`config.mk`:
```
export PLATFORM = sky130hd
export DESIGN_NAME = mag_thresh_cmp
export DESIGN_NICKNAME = d
export VERILOG_FILES = /design/src/rtl/mag_thresh_cmp.sv
export SDC_FILE = /design/constraint.sdc
export NUM_CORES = 1
export LEC_CHECK = 0
export BUFFER_PORTS_ARGS = -buffer_cell sky130_fd_sc_hd__buf_2
export CAP_MARGIN = 20
export CORE_MARGIN = 8
export CORE_UTILIZATION = 45
export CTS_CLUSTER_SIZE = 8
export DETAILED_ROUTE_END_ITERATION = 8
export PLACE_DENSITY = 0.67
export SETUP_SLACK_MARGIN = 0.5
export SLEW_MARGIN = 20
export SYNTH_ARGS = -nofsm -noshare
export SYNTH_HDL_FRONTEND = slang
export SYNTH_SLANG_ARGS = --single-unit
```
`constraint.sdc`:
```
create_clock -name clk -period 4.55 [get_ports clk]
set_input_delay 0.2275 -clock clk [delete_from_list [all_inputs] [get_ports clk]]
set_output_delay 0.2275 -clock clk [all_outputs]
set_load 0.02 [all_outputs]
```
`src/rtl/mag_thresh_cmp.sv`:
```
module mag_thresh_cmp #(
  parameter int DW = 16,
  parameter int CW = 16
) (
  input  logic          clk,
  input  logic          rst_n,
  input  logic [1:0]    mode,
  input  logic [DW-1:0] threshold,
  input  logic [CW-1:0] limit,
  input  logic [DW-1:0] sample,
  input  logic          sample_vld,
  input  logic          irq_clr,
  output logic          irq,
  output logic [CW-1:0] count
);
  localparam logic [DW-1:0] MAX_MAG = {1'b0, {(DW-1){1'b1}}};
  localparam logic [DW-1:0] MIN_NEG = {1'b1, {(DW-1){1'b0}}};
  localparam logic [1:0] M_OFF = 2'b00, M_IMM = 2'b01, M_CLR = 2'b10, M_DEC = 2'b11;

  logic [1:0]    mode_q;
  logic [DW-1:0] mag;
  logic          hit, mode_chg, event_now;
  logic [CW-1:0] cnt_up, cnt_dn, count_nx;

  assign mag      = (sample == MIN_NEG) ? MAX_MAG :
                    sample[DW-1] ? (~sample + DW'(1)) : sample;
  assign hit      = mag >= threshold;
  assign mode_chg = mode != mode_q;
  assign cnt_up   = (count >= limit) ? limit : count + CW'(1);
  assign cnt_dn   = (count == '0) ? '0 : count - CW'(1);

  always_comb begin
    count_nx  = count;
    event_now = 1'b0;
    if (mode_chg) begin
      count_nx = '0;
    end else if (sample_vld) begin
      unique case (mode)
        M_OFF: count_nx = '0;
        M_IMM: event_now = hit;
        M_CLR, M_DEC: begin
          if (hit) begin
            count_nx  = cnt_up;
            event_now = (cnt_up == limit);
          end else begin
            count_nx = (mode == M_DEC) ? cnt_dn : '0;
          end
        end
        default: count_nx = count;
      endcase
    end
  end

  always_ff @(posedge clk or negedge rst_n) begin
    if (!rst_n) begin
      mode_q <= M_OFF;
      count  <= '0;
      irq    <= 1'b0;
    end else begin
      mode_q <= mode;
      count  <= count_nx;
      irq    <= (irq & ~irq_clr) | event_now;
    end
  end
endmodule

```
==> metrics <==
io pins between 70 and 80; routed length per instance 15.2 µm; syn_area_per_cell slightly above 7 µm²; setup TNS 0 ns; Pwr Total 0.463 mW; Total GRT Usage 0.179; worst reg2reg startpoint count[13]; Global Route met2 Usage 0.303; Hold Vio Cnt, Final 0; Crit Path Class input pin to flop; Num Clock Sinks 19; via density per instance 5.72; Cells after Synth 444; core area 6790 µm²; FF-to-FF End count[2]; post-route insts no fill 604; Initial DRT Pass Iterations 4; via count 3456; Synth area leader dfrtp_1; crit end category flop; syn_nets 534; Cell variety after synth between 50 and 60; main area contributors after synthesis dfrtp_1 (15%), ha_1 (14%), xor2_1 (6.7%); Internal roughly 0.31 mW; DRC marker count from the first detailed-route iteration roughly 230; r2r setup slk 1.54 ns; unrepaired setup endpoints after global routing true; die area 9920 µm²; Pins Over Slew Limit 0; Cell Rows 30; final setup margin 0.640 ns; class of the worst hold path input pin to flop; grt ovf 0; CTS Buf Count 3; Hold WS about 0.12 ns; initial antenna violation count 0; residual DRC count 0; die outline height 99.6 µm; end-of-flow core utilization 0.546; die extent in x approximately 100 µm; CP Launch Type input pin; number of buffers added on ports 70; Sequential Power Share 0.376; final WL 9200 µm; peak supply drop 0.127 mV; worst setup path startpoint sample[3]; Required @ worst endpoint ~4.7 ns; Initial Util 0.463; most frequent cells in the layout buf_2 (71), inv_1 (42), nand2_1 (38), nor2_1 (38); Max FO, Critical Path 12; post-route ant nets 0; max cap viols 0; dpl ws 0.0925 ns; Final Cell Area 3710 µm²; Critical Path AT 4.09 ns; net switching power roughly 0.16 mW; share of Yosys cell area claimed by the top area cell type 0.151; synthesis warning total 0; Antenna Cells 0; Root Buffer clkbuf_8; Top FF cell, synth dfrtp_1; number of synthesized register bits 19; Max Clock Freq around 260 MHz; placer congestion estimate 0.925; commonest non-fill, non-tap cell in the layout buf_2; sw frac 0.339; fin crit share 0.859; relative slew slack 0.496; clock share of power 0.257; area delta synth->final 18.1%; Power Density 125 nW/µm²; number of synthesized flops with an enable pin 0; number of global-route vias before repair 3211; met3 Resource Use GR 0.0286; Post-synth ARST share 1.00; count of final setup violators 0; R2R cell count 9; clk_lat worst skew ~0.25 ns; placed cells ~590; busiest grt layer met2; met1 Use GR 0.237; CTS tree built; status completed; final critical-path required period between 3 and 4 ns; share of cells above drive strength 1 0.207; LEAKAGE about 1.8 nW; crit path to count[14]; Synth Cell Area 3140 µm²; sequential area share after synthesis 0.151; clk buf depth 2; H-tree Lvls 1; fin nets 599; first-pass GRT wire length between 15000 and 20000 µm; Slew @ Worst Pin 0.753 ns; Detail Placement HPWL 7190 µm; Worst-path clk slew 0.07 ns; largest net degree at the start of global routing 25; Max Clock Skew 0.00235 ns; placed inst area 3560 µm²; combinational power share 0.368
[critical path, stage by stage]
cell       delay (ns)
buf_2            0.12
or3_4            0.39
or4_4            0.44
or4_4            0.45
or3_4            0.44
nand2_1          0.08
ha_1             0.23
a2111oi_1        0.35
o21ai_1          0.16
a2111oi_2        0.31
buf_4            0.18
o21ai_2          0.07
buf_2            0.22
nor4_1           0.27
a21oi_1          0.06
o21ai_0          0.08
[cell type report]
type | instances | area [µm²]
timing repair buffer | 83 | 459
clock buffer | 4 | 45.0
fill | 680 | 3080
multi-input combinational | 360 | 2450
inverter | 42 | 158
sequential | 19 | 475
tap | 96 | 120
[what timing repair did]
action                     CTS  global route
resized for setup            4             9
hold buffers                 1             0
gates cloned                 0             2
setup endpoints to repair   16            16
hold endpoints to repair    19             0
buffers inserted             1             5
pin swaps                    1             3
[kinds of logic after synthesis]
family | share of synthesized area
DFF | 0.151
xor gates and xnor gates | 0.114
buffers and inverters | 0.0816
adders and majority gates | 0.143
muxes | 0.00637
and+or+nand+nor | 0.249
AOI/OAI and AO/OA | 0.254
[cell usage after synthesis (all sizes together) (6+ instances only)]
cell type,number
or4,7
inv,42
nor3,11
nor2,38
xnor2,17
nand4,7
nor2b,6
nor4,12
nand3,10
nand2,38
a21oi,35
buf,8
o21ai,41
a31oi,7
ha,36
dfrtp,19
xor2,24
clkbuf,16
o31ai,10
and3,6
[power groups by stage]
| stage | combinational (mW) | sequential (mW) | clock (mW) |
|---|---|---|---|
| after floorplan | 0.100 | 0.176 | 0 |
| after global placement | 0.157 | 0.177 | 0 |
| after detailed placement | 0.162 | 0.177 | 0 |
| after CTS | 0.167 | 0.174 | 0.121 |
| after global routing | 0.193 | 0.174 | 0.133 |
| final | 0.170 | 0.174 | 0.119 |
[per-layer routing]
layer | vias up | wire, µm
met4 | 0 | 95
met3 | 8 | 510
met1 | 1616 | 4200
met5 | - | 0
li1 | 1729 | -
met2 | 103 | 4390
[registers in the layout (all words and copies together) (netlist names)]
signal  flops
irq         1
mode_q      2
count      16
[worst min-delay path by stage]
stage	from	to	slack (ns)	cells past startpoint
after floorplan	rst_n	count[0]	-0.07	0
after detailed placement	rst_n	count[4]	0.21	1
final	mode[0]	mode_q[0]	0.12	1
after CTS	mode[0]	mode_q[0]	0.11	1
after global placement	rst_n	count[4]	0.20	1
after global routing	mode[0]	mode_q[0]	0.10	1
No activity file was read; power rests on OpenSTA's default activity.
